File: config.mk
export PLATFORM = sky130hd
export DESIGN_NAME = crt_timer
export DESIGN_NICKNAME = d
export VERILOG_FILES = /design/src/rtl/crt_pkg.sv /design/src/rtl/crt_edge_sync.sv /design/src/rtl/crt_ctrl_reg.sv /design/src/rtl/crt_mode_fsm.sv /design/src/rtl/crt_count_core.sv /design/src/rtl/crt_timer.sv
export SDC_FILE = /design/constraint.sdc
export NUM_CORES = 1
export LEC_CHECK = 0
export BUFFER_PORTS_ARGS = -buffer_cell sky130_fd_sc_hd__buf_2
export CORE_ASPECT_RATIO = 0.8
export CORE_UTILIZATION = 40
export CTS_CLUSTER_DIAMETER = 50
export CTS_CLUSTER_SIZE = 40
export DETAILED_ROUTE_END_ITERATION = 10
export GPL_ROUTABILITY_DRIVEN = 0
export MAX_ROUTING_LAYER = met4
export PLACE_DENSITY = 0.64
export SYNTH_ARGS = -nofsm -noshare
export SYNTH_HDL_FRONTEND = slang
export SYNTH_SLANG_ARGS = --single-unit
export TNS_END_PERCENT = 100
File: constraint.sdc
create_clock -name clk -period 2.9 [get_ports clk]
set_input_delay 0 -clock clk [delete_from_list [all_inputs] [get_ports clk]]
set_output_delay 0 -clock clk [all_outputs]
set_load 0.01 [all_outputs]
File: src/rtl/crt_pkg.sv
package crt_pkg;

    // control register bit positions
    localparam int BIT_TF   = 7;
    localparam int BIT_EF   = 6;
    localparam int BIT_RXS  = 5;
    localparam int BIT_TXS  = 4;
    localparam int BIT_EXEN = 3;
    localparam int BIT_RUN  = 2;
    localparam int BIT_CT   = 1;
    localparam int BIT_CP   = 0;

    // host address map
    localparam int CTRL_ADDR = 0;
    localparam int RCAP_BASE = 1;

    typedef enum logic [1:0] {
        ST_HALT    = 2'd0,
        ST_TIMER   = 2'd1,
        ST_COUNTER = 2'd2,
        ST_BAUD    = 2'd3
    } run_state_e;

endpackage

File: src/rtl/crt_edge_sync.sv
module crt_edge_sync #(
    parameter int STAGES = 2
) (
    input  logic clk,
    input  logic rst_n,
    input  logic pin_async,
    output logic fall
);

    logic [STAGES-1:0] chain_q;
    logic              prev_q;

    always_ff @(posedge clk or negedge rst_n) begin
        if (!rst_n) begin
            chain_q[0] <= 1'b1;
        end else begin
            chain_q[0] <= pin_async;
        end
    end

    generate
        for (genvar s = 1; s < STAGES; s++) begin : g_stage
            always_ff @(posedge clk or negedge rst_n) begin
                if (!rst_n) begin
                    chain_q[s] <= 1'b1;
                end else begin
                    chain_q[s] <= chain_q[s-1];
                end
            end
        end
    endgenerate

    always_ff @(posedge clk or negedge rst_n) begin
        if (!rst_n) begin
            prev_q <= 1'b1;
        end else begin
            prev_q <= chain_q[STAGES-1];
        end
    end

    assign fall = prev_q & ~chain_q[STAGES-1];

endmodule

File: src/rtl/crt_ctrl_reg.sv
module crt_ctrl_reg
    import crt_pkg::*;
#(
    parameter int DATA_W = 8
) (
    input  logic              clk,
    input  logic              rst_n,
    input  logic              wr_hit,
    input  logic [DATA_W-1:0] wr_data,
    input  logic [DATA_W-1:0] wr_mask,
    input  logic              set_ovf,
    input  logic              set_ext,
    output logic [DATA_W-1:0] ctrl_q
);

    logic [DATA_W-1:0] ctrl_d;

    always_comb begin
        ctrl_d = ctrl_q;
        if (wr_hit) begin
            ctrl_d = (ctrl_q & ~wr_mask) | (wr_data & wr_mask);
        end
        // hardware set dominates a same-cycle software clear
        if (set_ovf) begin
            ctrl_d[BIT_TF] = 1'b1;
        end
        if (set_ext) begin
            ctrl_d[BIT_EF] = 1'b1;
        end
    end

    always_ff @(posedge clk or negedge rst_n) begin
        if (!rst_n) begin
            ctrl_q <= '0;
        end else begin
            ctrl_q <= ctrl_d;
        end
    end

endmodule

File: src/rtl/crt_mode_fsm.sv
module crt_mode_fsm
    import crt_pkg::*;
(
    input  logic clk,
    input  logic rst_n,
    input  logic run,
    input  logic baud_sel,
    input  logic ext_src,
    input  logic tick_en,
    input  logic pin_fall,
    output logic inc_req,
    output logic baud_active
);

    run_state_e state_q;
    run_state_e state_d;

    // next-state decision
    always_comb begin
        state_d = state_q;
        unique case (state_q)
            ST_HALT: begin
                if (run) begin                       // start
                    if (baud_sel)     state_d = ST_BAUD;
                    else if (ext_src) state_d = ST_COUNTER;
                    else              state_d = ST_TIMER;
                end
            end
            ST_TIMER: begin
                if (!run)         state_d = ST_HALT;     // stop
                else if (baud_sel) state_d = ST_BAUD;    // baud entry
                else if (ext_src)  state_d = ST_COUNTER; // mode switch
            end
            ST_COUNTER: begin
                if (!run)          state_d = ST_HALT;    // stop
                else if (baud_sel) state_d = ST_BAUD;    // baud entry
                else if (!ext_src) state_d = ST_TIMER;   // mode switch
            end
            ST_BAUD: begin
                if (!run)           state_d = ST_HALT;   // stop
                else if (!baud_sel) state_d = ext_src ? ST_COUNTER : ST_TIMER; // baud exit
            end
        endcase
    end

    // state register
    always_ff @(posedge clk or negedge rst_n) begin
        if (!rst_n) begin
            state_q <= ST_HALT;
        end else begin
            state_q <= state_d;
        end
    end

    // outputs
    always_comb begin
        inc_req     = 1'b0;
        baud_active = 1'b0;
        unique case (state_q)
            ST_HALT:    inc_req = 1'b0;
            ST_TIMER:   inc_req = tick_en;
            ST_COUNTER: inc_req = pin_fall;
            ST_BAUD: begin
                baud_active = 1'b1;
                inc_req     = ext_src ? pin_fall : tick_en;
            end
        endcase
    end

endmodule

File: src/rtl/crt_count_core.sv
module crt_count_core
    import crt_pkg::*;
#(
    parameter int CNT_W  = 16,
    parameter int DATA_W = 8,
    parameter int ADDR_W = 3
) (
    input  logic              clk,
    input  logic              rst_n,
    input  logic              inc_req,
    input  logic              baud_active,
    input  logic              cp_mode,
    input  logic              trg_evt,
    input  logic              host_wr,
    input  logic [ADDR_W-1:0] host_addr,
    input  logic [DATA_W-1:0] host_data,
    input  logic [DATA_W-1:0] host_mask,
    output logic [CNT_W-1:0]  count_q,
    output logic [CNT_W-1:0]  rcap_q,
    output logic              ovf_evt,
    output logic              baud_pulse
);

    localparam int LANES    = CNT_W / DATA_W;
    localparam int CNT_BASE = RCAP_BASE + LANES;

    logic [CNT_W-1:0] cnt_bitsel;
    logic [CNT_W-1:0] rcap_bitsel;
    logic [CNT_W-1:0] wdata_rep;
    logic [CNT_W-1:0] cnt_d;
    logic [CNT_W-1:0] rcap_d;
    logic             ovf_reload;
    logic             trg_reload;
    logic             trg_capture;

    generate
        for (genvar g = 0; g < LANES; g++) begin : g_lane
            assign wdata_rep[g*DATA_W +: DATA_W]   = host_data;
            assign cnt_bitsel[g*DATA_W +: DATA_W]  =
                (host_wr && host_addr == ADDR_W'(CNT_BASE + g)) ? host_mask : '0;
            assign rcap_bitsel[g*DATA_W +: DATA_W] =
                (host_wr && host_addr == ADDR_W'(RCAP_BASE + g)) ? host_mask : '0;
        end
    endgenerate

    assign ovf_evt     = inc_req && (count_q == {CNT_W{1'b1}});
    assign ovf_reload  = baud_active || !cp_mode;
    assign trg_reload  = trg_evt && !cp_mode;
    assign trg_capture = trg_evt && cp_mode;

    always_comb begin
        cnt_d = count_q;
        if (trg_reload) begin
            cnt_d = rcap_q;
        end else if (ovf_evt) begin
            cnt_d = ovf_reload ? rcap_q : '0;
        end else if (inc_req) begin
            cnt_d = count_q + 1'b1;
        end
        cnt_d = (cnt_d & ~cnt_bitsel) | (wdata_rep & cnt_bitsel);
    end

    always_comb begin
        rcap_d = (rcap_q & ~rcap_bitsel) | (wdata_rep & rcap_bitsel);
        if (trg_capture) begin
            rcap_d = count_q;
        end
    end

    always_ff @(posedge clk or negedge rst_n) begin
        if (!rst_n) begin
            count_q    <= '0;
            rcap_q     <= '0;
            baud_pulse <= 1'b0;
        end else begin
            count_q    <= cnt_d;
            rcap_q     <= rcap_d;
            baud_pulse <= ovf_evt && baud_active;
        end
    end

endmodule

File: src/rtl/crt_timer.sv
module crt_timer
    import crt_pkg::*;
#(
    parameter int CNT_W       = 16,
    parameter int DATA_W      = 8,
    parameter int ADDR_W      = 3,
    parameter int SYNC_STAGES = 2
) (
    input  logic              clk,
    input  logic              rst_n,
    input  logic              tick_en,
    input  logic              cnt_pin,
    input  logic              trg_pin,
    input  logic              irq_en,
    input  logic              alt_tx_baud,
    input  logic              alt_rx_baud,
    input  logic              wr_en,
    input  logic [ADDR_W-1:0] wr_addr,
    input  logic [DATA_W-1:0] wr_data,
    input  logic [DATA_W-1:0] wr_mask,
    input  logic [ADDR_W-1:0] rd_addr,
    output logic [DATA_W-1:0] rd_data,
    output logic              irq,
    output logic              tx_baud,
    output logic              rx_baud
);

    localparam int LANES    = CNT_W / DATA_W;
    localparam int CNT_BASE = RCAP_BASE + LANES;

    logic [DATA_W-1:0] ctrl_q;
    logic [CNT_W-1:0]  count_q;
    logic [CNT_W-1:0]  rcap_q;
    logic              cnt_fall;
    logic              trg_fall;
    logic              trg_evt;
    logic              ovf_evt;
    logic              baud_pulse;
    logic              inc_req;
    logic              baud_active;
    logic              ctrl_hit;

    assign ctrl_hit = wr_en && (wr_addr == ADDR_W'(CTRL_ADDR));
    assign trg_evt  = trg_fall && ctrl_q[BIT_EXEN];

    crt_edge_sync #(.STAGES(SYNC_STAGES)) u_cnt_sync (
        .clk       (clk),
        .rst_n     (rst_n),
        .pin_async (cnt_pin),
        .fall      (cnt_fall)
    );

    crt_edge_sync #(.STAGES(SYNC_STAGES)) u_trg_sync (
        .clk       (clk),
        .rst_n     (rst_n),
        .pin_async (trg_pin),
        .fall      (trg_fall)
    );

    crt_ctrl_reg #(.DATA_W(DATA_W)) u_ctrl (
        .clk     (clk),
        .rst_n   (rst_n),
        .wr_hit  (ctrl_hit),
        .wr_data (wr_data),
        .wr_mask (wr_mask),
        .set_ovf (ovf_evt && !baud_active),
        .set_ext (trg_evt),
        .ctrl_q  (ctrl_q)
    );

    crt_mode_fsm u_fsm (
        .clk         (clk),
        .rst_n       (rst_n),
        .run         (ctrl_q[BIT_RUN]),
        .baud_sel    (ctrl_q[BIT_RXS] | ctrl_q[BIT_TXS]),
        .ext_src     (ctrl_q[BIT_CT]),
        .tick_en     (tick_en),
        .pin_fall    (cnt_fall),
        .inc_req     (inc_req),
        .baud_active (baud_active)
    );

    crt_count_core #(
        .CNT_W  (CNT_W),
        .DATA_W (DATA_W),
        .ADDR_W (ADDR_W)
    ) u_core (
        .clk         (clk),
        .rst_n       (rst_n),
        .inc_req     (inc_req),
        .baud_active (baud_active),
        .cp_mode     (ctrl_q[BIT_CP]),
        .trg_evt     (trg_evt),
        .host_wr     (wr_en),
        .host_addr   (wr_addr),
        .host_data   (wr_data),
        .host_mask   (wr_mask),
        .count_q     (count_q),
        .rcap_q      (rcap_q),
        .ovf_evt     (ovf_evt),
        .baud_pulse  (baud_pulse)
    );

    assign irq     = irq_en && (ctrl_q[BIT_TF] || ctrl_q[BIT_EF]);
    assign tx_baud = ctrl_q[BIT_TXS] ? baud_pulse : alt_tx_baud;
    assign rx_baud = ctrl_q[BIT_RXS] ? baud_pulse : alt_rx_baud;

    always_comb begin
        rd_data = '0;
        if (rd_addr == ADDR_W'(CTRL_ADDR)) begin
            rd_data = ctrl_q;
        end
        for (int g = 0; g < LANES; g++) begin
            if (rd_addr == ADDR_W'(RCAP_BASE + g)) begin
                rd_data = rcap_q[g*DATA_W +: DATA_W];
            end
            if (rd_addr == ADDR_W'(CNT_BASE + g)) begin
                rd_data = count_q[g*DATA_W +: DATA_W];
            end
        end
    end

endmodule

# Word-level counts from Yosys, hierarchy flattened
# Cells that the tools add are included.
[word_totals]
reg_bits = 49
output_inout_bits = 11
in_bits = 31
elab_cells = 103
[classes]
eq_ne = 16
addsub = 1
bitwise = 17
n_reduce_logical = 22
n_mux = 34
[ops]
columns = ["cell", "count"]
rows = [
  ["$mux W16", 5],
  ["$mux W8", 10],
  ["$and A16 B16 Y16", 4],
  ["$not A16 Y16", 2],
  ["$or A16 B16 Y16", 2],
  ["$mux W2", 11],
  ["$add A16 B1 Y16 const B", 1],
  ["$and A8 B8 Y8", 2],
  ["$eq A16 B16 Y1 const B", 1],
  ["$eq A3 B2 Y1 const B", 4],
  ["$logic_and A1 B1 Y1", 12],
  ["$ne A4 B3 Y1 const B", 2],
  ["$not A8 Y8", 1],
  ["$or A8 B8 Y8", 1],
  ["$pmux W2 S4", 1],
  ["$eq A3 B1 Y1 const B", 2],
  ["$eq A3 B3 Y1 const B", 2],
  ["$logic_not A3 Y1", 2],
  ["$mux W1", 6],
  ["$eq A2 B2 Y1 const B", 2],
  ["$pmux W1 S4", 1],
  ["$reduce_and A4 Y1", 1],
  ["$reduce_bool A2 Y1", 2],
  ["$ne A3 B3 Y1 const B", 1],
  ["other kinds (8)", 12],
]

# Logic depth before layout (Yosys ltp)
# Gate-level depths: netlist (run 1).
[logic_depth]
word_depth = 9
depth_mapped = 7
ltp_nobuf = 6

# Cells and area by module
# From an unflattened synthesis (run 1), not the netlist that was laid out.
[hier_totals]
cells_unflattened = 375
hier_area_um2 = 3349.5
[by_module_without_submodules]
columns = ["module", "cells_per_inst", "seq_area_each_um2", "n_inst", "area_per_inst_um2"]
rows = [
  ["crt_count_core", 273, 825.8, 1, 2255.9],
  ["crt_timer", 58, 0.0, 1, 434.2],
  ["crt_ctrl_reg", 25, 200.2, 1, 366.6],
  ["crt_edge_sync", 4, 78.8, 2, 92.6],
  ["crt_mode_fsm", 11, 50.0, 1, 107.6],
]

# Least setup slack after synthesis (run 1)
# Ideal clock, no wire load.
[synth_path]
kind = "reg2reg"
start = "reg with a tool-made name"
end = "reg with a tool-made name"
setup_slack_ps = 875
setup_ps = 128
arrival_ps = 1897
path_stages_with_launch = 8
required_ps = 2772
path_buffers = 1
synth_period_minus_slack_ps = 2025
cell_sequence = "dfrtp_1 > ha_1 > nand4_1 > nor4_4 > nor3_2 > buf_6 > a221oi_2 > a211oi_2"

==> results of run 1 <==
==> metrics by stage <==
| step | setup slack (ns) | total power (W) | util | hold WS (ns) | cells |
|---|---|---|---|---|---|
| 2_1_floorplan | 0.875 | 0.00213 | - | -0.296 | 371 |
| 3_3_place_gp | 0.433 | 0.00241 | 0.450 | 0.109 | 501 |
| 3_5_place_dp | 0.339 | 0.00246 | 0.450 | 0.106 | 501 |
| 4_1_cts | 0.309 | 0.00289 | 0.469 | 0.000167 | 516 |
| 5_1_grt | 0.124 | 0.00308 | 0.469 | 0.0145 | 516 |
| 6_report | 0.281 | 0.00290 | 0.469 | 0.00210 | 516 |
==> cells by family after synthesis <==
kind of cell,count (synthesis),share of synthesized area
AND/OR/NAND/NOR,154,0.224
AO/OA/AOI/OAI,92,0.219
flip-flops,49,0.371
multiplexers,33,0.104
buffers and inverters,28,0.0411
XOR/XNOR,14,0.0369
adder cells (fa/ha/maj),1,0.00377
==> cell usage in the layout (no fill, tap or decap), drive strengths merged, types with 2 or more instances in the layout <==
cell,instances
nor2,53
clkbuf,6
mux2i,24
nand2b,3
a221oi,12
a211oi,12
xnor2,9
dlygate4sd3,7
buf,48
inv,3
o211ai,2
nor4bb,2
nor2b,2
nor3,4
nand4,7
o22ai,10
dfrtp,43
a41oi,2
mux2,9
nand2,52
nor4,5
nand3,15
a21oi,26
xor2,5
o21ai,13
o21a,2
a22oi,8
dfstp,6
==> what timing repair did <==
item                      4_1_cts  5_1_grt
hold buffers                    7        0
resized for setup               0        0
hold endpoints to repair       49        0
setup buffers                   0        0
==> worst max-delay path: cells and delay by family (launching register included) <==
family                     cells  cell delay (ns)
adders and majority gates      1             0.30
DFF                            1             0.49
and+or+nand+nor                3             1.28
AOI/OAI and AO/OA              2             0.46
==> worst paths after layout <==
path                            depth (start not counted)  slack [ns]                         endpoint
worst min-delay path                                    2       0.002                         register
max in group asynchronous                               3        1.70      u_cnt_sync.prev_q$_DFF_PN1_
worst max-delay path                                    6        0.28                         register
worst max register to register                          6        0.28                         register
min in group asynchronous                               2        0.45                        async pin
worst min register to register                          0        0.36  u_cnt_sync.chain_q[1]$_DFF_PN1_
==> per-layer routing <==
layer	share of wire	global-route usage
met1	0.48	0.336
met2	0.44	0.353
met5	0	-
met4	0.014	0.0610
met3	0.066	0.0445
==> power groups by stage <==
stage	Sequential (W)	Clock (W)	Combinational, W
floorplan	0.00115	0	0.000983
global placement	0.00136	0	0.00106
detailed placement	0.00138	0	0.00108
CTS	0.00136	0.000434	0.00110
global route	0.00142	0.000456	0.00120
finish	0.00138	0.000421	0.00110
==> area by class of cell <==
class	instances	area share
Clock buffer	6	0.0194
Clock inverter	2	0.00367
Inverter	2	0.00200
Multi-Input combinational cell	294	0.522
Sequential cell	49	0.329
Tap cell	108	0.0361
Timing Repair Buffer	55	0.0875
==> summary.txt, run 1 <==
Clock tree
  – TritonCTS clock tree: done
  – Max Buffers Root-to-Sink: 2
  – Clock latency reported for the late side of the worst-skew pair: approximately 0.31 ns
  – Sinks on the clock net: just under 50
  – Number of clock buffers inserted by TritonCTS: 5
  – CTS H-tree depth: 2
  – Register clock-pin slew on the reported worst setup and hold paths: approximately 0.1 ns
  – Cell at the root of the clock tree: sky130_fd_sc_hd__clkbuf_8

Route
  – Count of routing violations after the opening detailed-route iteration: about 310
  – Number of detailed-route iterations in the first pass: 4
  – Post-Route WL: ~10000 um
  – Via Count: approximately 3000
  – Remaining DRCs: 0
  – Number of nets still failing antenna checks after routing: 0
  – Wire length per cell: 19.0 um
  – Via/cell ratio: about 6.0

Floorplanning
  – Vertical extent of the die: roughly 84 um
  – Number of I/O pins: 42
  – Initial cell density of the core: 0.416
  – Number of core rows: 29
  – Full die area: between 8000 and 9000 um2
  – Width of the die: a little over 100 um
  – Placeable core region: 7980 um2

Global routing
  – Global-route wire length before repair: about 16000 um
  – Total gr overflow: 0
  – Maximum number of pins on one net before global-route repair: between 40 and 50
  – Initial antenna violation count: 0
  – Global Route Usage Sum: 0.238
  – Vias in the first global route: 2882

Logic synthesis
  – Number of storage elements in the synthesis netlist: 49
  – Distinct cell type count after synthesis: 57
  – Mapped cell area: around 3300 um2
  – Leading register cell type out of synthesis: sky130_fd_sc_hd__dfrtp_1
  – Post-synthesis async set-or-reset flop share: 1.00
  – Number of nets produced by synthesis: a little over 400
  – Sequential element share of the synthesized area: 0.371
  – Area share of the leading cell type in the synthesized netlist: 0.324
  – Cell count after synthesis: ~370
  – Total of warnings raised by yosys: 0
  – Number of flops mapped to enable cells by yosys: 0
  – Average footprint of a synthesized cell: 8.95 um2
  – Count leader, synth: sky130_fd_sc_hd__nor2_1
  – Top post-synthesis cells by area: sky130_fd_sc_hd__dfrtp_1, sky130_fd_sc_hd__mux2i_1, sky130_fd_sc_hd__nor2_1
  – Cell type contributing the most total cell area after synthesis: sky130_fd_sc_hd__dfrtp_1
  – Most common library cells after synthesis: sky130_fd_sc_hd__nor2_1, sky130_fd_sc_hd__nand2_1, sky130_fd_sc_hd__dfrtp_1, sky130_fd_sc_hd__a21oi_1, sky130_fd_sc_hd__mux2i_1

Timing
  – Setup repair after global routing missed its margin: false
  – Tightest slew margin relative to the limit: 0.178
  – Final Setup Violations: 0
  – Final critical path time including I/O delays and setup: around 2.6 ns
  – Slew of the pin with the lowest slew margin: 1.23 ns
  – Number of slew-limit violations in the final report: 0
  – Final critical-path share of the clock period: 0.903
  – Hold Vio Cnt, Final: 0
  – Achievable clock frequency: 0.382 GHz
  – Final clock skew: 0.00934 ns
  – Fin Setup TNS: 0 ns

Finish
  – Number of diodes: 0
  – Design Area, Final: roughly 3700 um2
  – Layout cell share with drive strength beyond 1: 0.243
  – Area of combinational cells with multiple inputs: between 1500 and 2000 um2
  – Fillers: 797
  – Area used by sequential logic in the layout: between 1000 and 1500 um2
  – Final net count: about 440
  – Synth-to-layout area growth: 12.8%

Setup path
  – Max Fanout on Critical Path: 12
  – Critical path type: register to register
  – Largest stage delay on the critical path: roughly 0.94 ns
  – Startpoint class of the critical path: register
  – Cell Chain, Critical Path: ha_1 > nand4_1 > nor4_4 > nor3_2 > a221oi_1 > a211oi_1
  – Critical path data required time: approximately 3.1 ns
  – Critical path data arrival time: 2.84 ns
  – Cell type of the slowest stage on the worst timing path: sky130_fd_sc_hd__nor3_2
  – Kind of capture point of the worst setup path: register

Power and ir drop
  – Share of total power in combinational logic: 0.379
  – Clock network fraction of design power: 0.145
  – Leak: between 1.5 and 2 nW
  – Internal power of the cells: ~0.0016 W
  – Switching power total: 0.00126 W
  – Switching fraction of total power: 0.433
  – Worst ir drop on vdd: around 0.00039 V
  – Cell Pwr Density: ~770 nW/um2
  – Sequential group share of total power: 0.475

Placed design
  – Detail Placement HPWL: about 6800 um
  – Placed cell area: about 3600 um2
  – Port bufs: ~40

Run
  – Max-cap violations: 0

Hold path
  – Worst min-delay path class: input pin to register
  – Start point of the worst hold path: wr_data[5]

Outcome
  – Result of the run: complete, no violations
No activity file was read; power rests on OpenSTA's default activity.
==> inputs of run 2 (changes only) <==
--- a/config.mk
+++ b/config.mk
@@ -5,7 +5,9 @@
 export SDC_FILE = /design/constraint.sdc
 export NUM_CORES = 1
 export LEC_CHECK = 0
-export BUFFER_PORTS_ARGS = -buffer_cell sky130_fd_sc_hd__buf_2
+export BUFFER_PORTS_ARGS = -buffer_cell sky130_fd_sc_hd__buf_4
+export CELL_PAD_IN_SITES_DETAIL_PLACEMENT = 0
+export CELL_PAD_IN_SITES_GLOBAL_PLACEMENT = 1
 export CORE_ASPECT_RATIO = 0.8
 export CORE_UTILIZATION = 40
 export CTS_CLUSTER_DIAMETER = 50
@@ -13,7 +15,7 @@
 export DETAILED_ROUTE_END_ITERATION = 10
 export GPL_ROUTABILITY_DRIVEN = 0
 export MAX_ROUTING_LAYER = met4
-export PLACE_DENSITY = 0.64
+export PLACE_DENSITY = 0.78
 export SYNTH_ARGS = -nofsm -noshare
 export SYNTH_HDL_FRONTEND = slang
 export SYNTH_SLANG_ARGS = --single-unit
==> run 2 against run 1 <==
Die area unchanged; count of clock-buffer cells in the layout unchanged; final area is 6.1% higher; worst hold slack got worse by 0.00054 ns; register-to-register slack improved by 0.13 ns; combinational power rose by 5%; critical path depth stayed put; total power is 5.8% higher; non-clock buffer count is 9 higher; largest cell class unchanged; highest routed layer unchanged.
==> summary.txt, run 2 (synthesized netlist as in run 1, its figures left out) <==
Power and ir drop
  – Cell Pwr Density: about 770 nW/um2
  – Worst ir drop on vdd: between 0.0003 and 0.0004 V
  – Clock network fraction of design power: 0.175
  – Internal power of the cells: between 0.0015 and 0.002 W
  – Share of total power in combinational logic: 0.377
  – Switching fraction of total power: 0.413
  – Sequential group share of total power: 0.448
  – Leak: around 1.7 nW
  – Switching power total: between 0.001 and 0.0015 W

Timing
  – Hold Vio Cnt, Final: 0
  – Final critical-path share of the clock period: 0.857
  – Final WS setup: between 0.4 and 0.5 ns
  – Setup repair after global routing missed its margin: false
  – Achievable clock frequency: a little over 0.4 GHz
  – Tightest slew margin relative to the limit: 0.349
  – Number of slew-limit violations in the final report: 0
  – Final critical path time including I/O delays and setup: around 2.5 ns
  – Fin Setup TNS: 0 ns
  – Final clock skew: between 0.003 and 0.004 ns
  – Slew of the pin with the lowest slew margin: 0.970 ns
  – Final Setup Violations: 0
  – Final hold slack: around 0.0016 ns

Setup path
  – Largest stage delay on the critical path: roughly 0.60 ns
  – Max Fanout on Critical Path: 13
  – Worst reg-to-reg setup slack: 0.41 ns
  – Critical path data arrival time: between 2 and 3 ns
  – Cell Chain, Critical Path: ha_1 > nand4_1 > nor4_4 > o21a_4 > a221oi_1 > a211oi_1
  – Kind of capture point of the worst setup path: register
  – Critical path type: register to register
  – Startpoint class of the critical path: register
  – Critical path data required time: 3.13 ns
  – Cell type of the slowest stage on the worst timing path: sky130_fd_sc_hd__nor4_4

Finish
  – Most common cell after layout, fill and taps aside: sky130_fd_sc_hd__nor2_1
  – Number of diodes: 0
  – Design Area, Final: 3980 um2
  – Layout cell share with drive strength beyond 1: 0.245
  – Final net count: 448
  – Highest-count cells in the layout ignoring fill and taps: sky130_fd_sc_hd__nor2_1, sky130_fd_sc_hd__nand2_1, sky130_fd_sc_hd__buf_4
  – Area used by sequential logic in the layout: between 1000 and 1500 um2
  – Area of combinational cells with multiple inputs: 1960 um2
  – Fillers: 780
  – Final core utilization: 0.498
  – Synth-to-layout area growth: 19.7%

Global routing
  – Global-route wire length before repair: about 16000 um
  – Routing usage on met3: 0.0383
  – Total gr overflow: 0
  – Maximum number of pins on one net before global-route repair: 50
  – Vias in the first global route: ~3000
  – Initial antenna violation count: 0
  – Global Route Usage Sum: 0.251
  – Met1 Track Usage GR: 0.360
  – Most crowded layer after global routing: met2
  – Met2 routing resource usage after global routing: 0.361

Clock tree
  – Number of post-CTS setup repair buffers: 0
  – CTS H-tree depth: 2
  – TritonCTS clock tree: done
  – Register clock-pin slew on the reported worst setup and hold paths: ~0.1 ns
  – Max Buffers Root-to-Sink: 2
  – Cell at the root of the clock tree: sky130_fd_sc_hd__clkbuf_8
  – Clock latency reported for the late side of the worst-skew pair: approximately 0.32 ns
  – Sinks on the clock net: between 40 and 50
  – Number of clock buffers inserted by TritonCTS: 5

Placed design
  – Detail Placement HPWL: slightly below 7000 um
  – Port bufs: just over 40
  – Worst slack after detailed placement: just under 0.5 ns
  – Placed cell area: ~3700 um2

Route
  – Number of detailed-route iterations in the first pass: 4
  – Wire length per cell: 19.3 um
  – Via Count: between 3000 and 4000
  – Via/cell ratio: approximately 6
  – Count of routing violations after the opening detailed-route iteration: 243
  – Remaining DRCs: 0
  – Number of nets still failing antenna checks after routing: 0
  – Post-Route WL: slightly above 10000 um

Run
  – Max-cap violations: 0

Floorplanning
  – Vertical extent of the die: 83.5 um
  – Initial cell density of the core: 0.416
  – Placeable core region: approximately 8000 um2
  – Number of I/O pins: 42
  – Number of core rows: 29
  – Full die area: just under 9000 um2
  – Width of the die: roughly 100 um

Outcome
  – Result of the run: complete, no violations

Hold path
  – Worst min-delay path class: input pin to register
## run 2: cell types whose count changed in the layout (fill, tap and decap cells not counted), sizes merged
cell / before / now
buf: 48 / 49
inv: 3 / 2
clkinv: 1 / 0
bufinv: 0 / 1
clkinvlp: 0 / 1
dlygate4sd3: 7 / 15
## run 2: through the flow
step	std cells	total power [W]
finish	525	0.00307
global route	525	0.00326
CTS	525	0.00306
detailed placement	502	0.00251
global placement	502	0.00247
floorplan	371	0.00213
## run 2: layout make-up
type | count | area share
Clock buffer | 6 | 0.0208
Clock inverter | 2 | 0.00944
Inverter | 2 | 0.00189
Multi-Input combinational cell | 294 | 0.494
Sequential cell | 49 | 0.310
Tap cell | 108 | 0.0340
Timing Repair Buffer | 64 | 0.130
## run 2: repair_timing
item / 4_1_cts / 5_1_grt
gates resized for setup: 0 / 0
hold buffers: 15 / 0
endpoints found under the setup margin: 0 / 0
hold endpoints to repair: 55 / 0
## run 2: worst paths after layout
check | startpoint | endpoint | depth (start not counted)
hold / removal | wr_mask[2] | register | 3
setup reg to reg | u_core.count_q[0]$_DFF_PN0_ | register | 6
min in group asynchronous | rst_n | async pin | 2
hold reg to reg | u_trg_sync.chain_q[0]$_DFF_PN1_ | u_trg_sync.chain_q[1]$_DFF_PN1_ | 0
max in group asynchronous | rst_n | async pin | 2
setup / recovery | u_core.count_q[0]$_DFF_PN0_ | register | 6
## run 2: layer usage
metal	wire length (um)	up-vias
li1	-	1444
met1	4840	1570
met2	4380	120
met3	651	21
met4	263	0
met5	0	-
## run 2: power groups by stage
stage	sequential (W)	clock (W)	combinational, W
CTS	0.00137	0.000541	0.00115
floorplan	0.00115	0	0.000983
detailed placement	0.00138	0	0.00113
global placement	0.00137	0	0.00111
finish	0.00137	0.000537	0.00116
global route	0.00142	0.000567	0.00127
## run 2: critical path: cells and delay by family (launching register included)
family / cells / cell delay (ns)
simple gates: 2 / 0.85
compound gates: 3 / 0.72
fa+ha+maj: 1 / 0.32
flops: 1 / 0.51
==> inputs of run 3 (changes only) <==
--- a/config.mk
+++ b/config.mk
@@ -15,7 +15,7 @@
 export DETAILED_ROUTE_END_ITERATION = 10
 export GPL_ROUTABILITY_DRIVEN = 0
 export MAX_ROUTING_LAYER = met4
-export PLACE_DENSITY = 0.78
+export PLACE_DENSITY_LB_ADDON = 0.1
 export SYNTH_ARGS = -nofsm -noshare
 export SYNTH_HDL_FRONTEND = slang
 export SYNTH_SLANG_ARGS = --single-unit
==> constraint.sdc (replaced) <==
create_clock -name clk -period 2.2 [get_ports clk]
set_input_delay 0 -clock clk [delete_from_list [all_inputs] [get_ports clk]]
set_output_delay 0 -clock clk [all_outputs]
set_load 0.01 [all_outputs]
==> run 3 against run 2 <==
Maximum frequency is 22% higher; non-clock buffer count rose by 31; count of clock-buffer cells in the layout stayed put; final cell count increased by 5.9%; sequential cell count unchanged; first-iteration DRC count decreased by 25%.
==> summary.txt, run 3 (synthesized netlist as in run 1, its figures left out) <==
Placed design
  – Port bufs: between 40 and 50
  – Detail Placement HPWL: around 7300 um

Global routing
  – Maximum number of pins on one net before global-route repair: 50
  – Global Route Usage Sum: 0.265
  – Global-route wire length before repair: 17100 um
  – Total gr overflow: 0
  – Initial antenna violation count: 0
  – Vias in the first global route: approximately 3000

Setup path
  – Critical path type: register to register
  – Startpoint class of the critical path: register
  – Max Fanout on Critical Path: 10
  – Critical path data required time: about 2.4 ns
  – Critical path data arrival time: around 2.3 ns
  – Kind of capture point of the worst setup path: register

Finish
  – Final net count: ~480
  – Highest-count cells in the layout ignoring fill and taps: sky130_fd_sc_hd__buf_4, sky130_fd_sc_hd__nor2_1, sky130_fd_sc_hd__nand2_1
  – Synth-to-layout area growth: 26.9%
  – Final core utilization: 0.528
  – Number of diodes: 0
  – Layout cell share with drive strength beyond 1: 0.292
  – Most common cell after layout, fill and taps aside: sky130_fd_sc_hd__buf_4

Clock tree
  – CTS H-tree depth: 2
  – Clock latency reported for the late side of the worst-skew pair: 0.31 ns
  – Number of clock buffers inserted by TritonCTS: 5
  – Sinks on the clock net: a little under 50
  – TritonCTS clock tree: done
  – Register clock-pin slew on the reported worst setup and hold paths: roughly 0.1 ns
  – Max Buffers Root-to-Sink: 2
  – Cell at the root of the clock tree: sky130_fd_sc_hd__clkbuf_8

Route
  – Remaining DRCs: 0
  – Count of routing violations after the opening detailed-route iteration: between 150 and 200
  – Post-Route WL: approximately 11000 um
  – Wire length per cell: just under 20 um
  – Number of nets still failing antenna checks after routing: 0
  – Via/cell ratio: ~5.6
  – Via Count: about 3100
  – Number of detailed-route iterations in the first pass: 4

Timing
  – Final critical-path share of the clock period: 0.925
  – Final Setup Violations: 0
  – Hold Vio Cnt, Final: 0
  – Slew of the pin with the lowest slew margin: roughly 0.75 ns
  – Final hold slack: around 0.025 ns
  – Tightest slew margin relative to the limit: 0.501
  – Final critical path time including I/O delays and setup: 2.04 ns
  – Achievable clock frequency: around 0.5 GHz
  – Number of slew-limit violations in the final report: 0
  – Setup repair after global routing missed its margin: false
  – Final clock skew: around 0.0076 ns

Floorplanning
  – Number of I/O pins: between 40 and 50
  – Initial cell density of the core: 0.416
  – Placeable core region: approximately 8000 um2
  – Number of core rows: 29
  – Full die area: 8680 um2
  – Width of the die: approximately 100 um
  – Vertical extent of the die: between 80 and 90 um

Power and ir drop
  – Overall power consumption: between 0.004 and 0.005 W
  – Worst ir drop on vdd: about 0.00044 V
  – Leak: 1.83 nW
  – Cell Pwr Density: 1030 nW/um2

Outcome
  – Result of the run: complete, no violations

Run
  – Max-cap violations: 0

Hold path
  – Worst min-delay path class: input pin to register
==> run 3: changes by cell type in the layout (fill, tap and decap cells not counted) <==
cell	delta
sky130_fd_sc_hd__buf_4	+30
sky130_fd_sc_hd__dlygate4sd3_1	+1
sky130_fd_sc_hd__nor3_4	+1
sky130_fd_sc_hd__nor3_2	-2
sky130_fd_sc_hd__nor3_1	+1
==> run 3: worst paths after layout <==
path / cells past startpoint / slack (ns) / startpoint / endpoint
setup / recovery: 7 / 0.16 / register / register
hold / removal: 3 / 0.02 / wr_mask[5] / register
setup reg to reg: 7 / 0.16 / register / register
hold reg to reg: 0 / 0.36 / u_trg_sync.chain_q[0]$_DFF_PN1_ / u_trg_sync.chain_q[1]$_DFF_PN1_
max in group asynchronous: 2 / 1.48 / rst_n / async pin
min in group asynchronous: 2 / 0.25 / rst_n / u_ctrl.ctrl_q[6]$_DFFE_PN0P_
==> run 3: cell type report <==
class	instances	area [um2]
fill	787	3770
multi-input combinational	294	1960
sequential	49	1230
timing repair buffer	95	753
tap	108	135
clock buffer	6	82.6
clock inverter	2	37.5
inverter	2	7.51
==> run 3: worst max-delay path, stage by stage (launching register included) <==
cell and delay (ns):
sky130_fd_sc_hd__dfrtp_1 0.42, sky130_fd_sc_hd__nand4_4 0.20, sky130_fd_sc_hd__nor4_4 0.40, sky130_fd_sc_hd__buf_4 0.22
sky130_fd_sc_hd__o21a_4 0.26, sky130_fd_sc_hd__buf_4 0.20, sky130_fd_sc_hd__a221oi_2 0.07, sky130_fd_sc_hd__a211oi_2 0.18
==> run 3: where the power goes <==
group / internal (W) / leakage [nW] / switching (W) / total, W
Combinational: 0.000999 / 1.21 / 0.00108 / 0.00208
Clock: 0.000370 / 0.0574 / 0.000325 / 0.000695
Sequential: 0.00124 / 0.562 / 0.000320 / 0.00156
Total: 0.00261 / 1.83 / 0.00173 / 0.00434
==> run 3: through the flow <==
step	cells	TNS [ns]	worst slack, ns	instance area (um2)
finish	556	0	0.164	4210
global route	556	0	0.0600	4210
CTS	556	0	0.0919	4210
detailed placement	532	-0.333	-0.146	3930
global placement	532	-0.176	-0.0884	3930
floorplan	371	0	0.175	3320
==> run 3: per-layer routing <==
layer | GRT usage | part of all wire | vias up
met1 | 0.369 | 0.49 | 1520
met4 | 0.0532 | 0.0055 | 0
met3 | 0.0351 | 0.053 | 5
met5 | - | 0 | -
li1 | - | - | 1508
met2 | 0.416 | 0.45 | 101
==> run 3: timing repair <==
action                                 in CTS  in global routing
endpoints found under the hold margin      56                  0
buffers inserted                            0                  0
setup endpoints to repair                   4                  6
resized for setup                           1                  0
hold buffers                               16                  0
pin swaps                                   0                  1
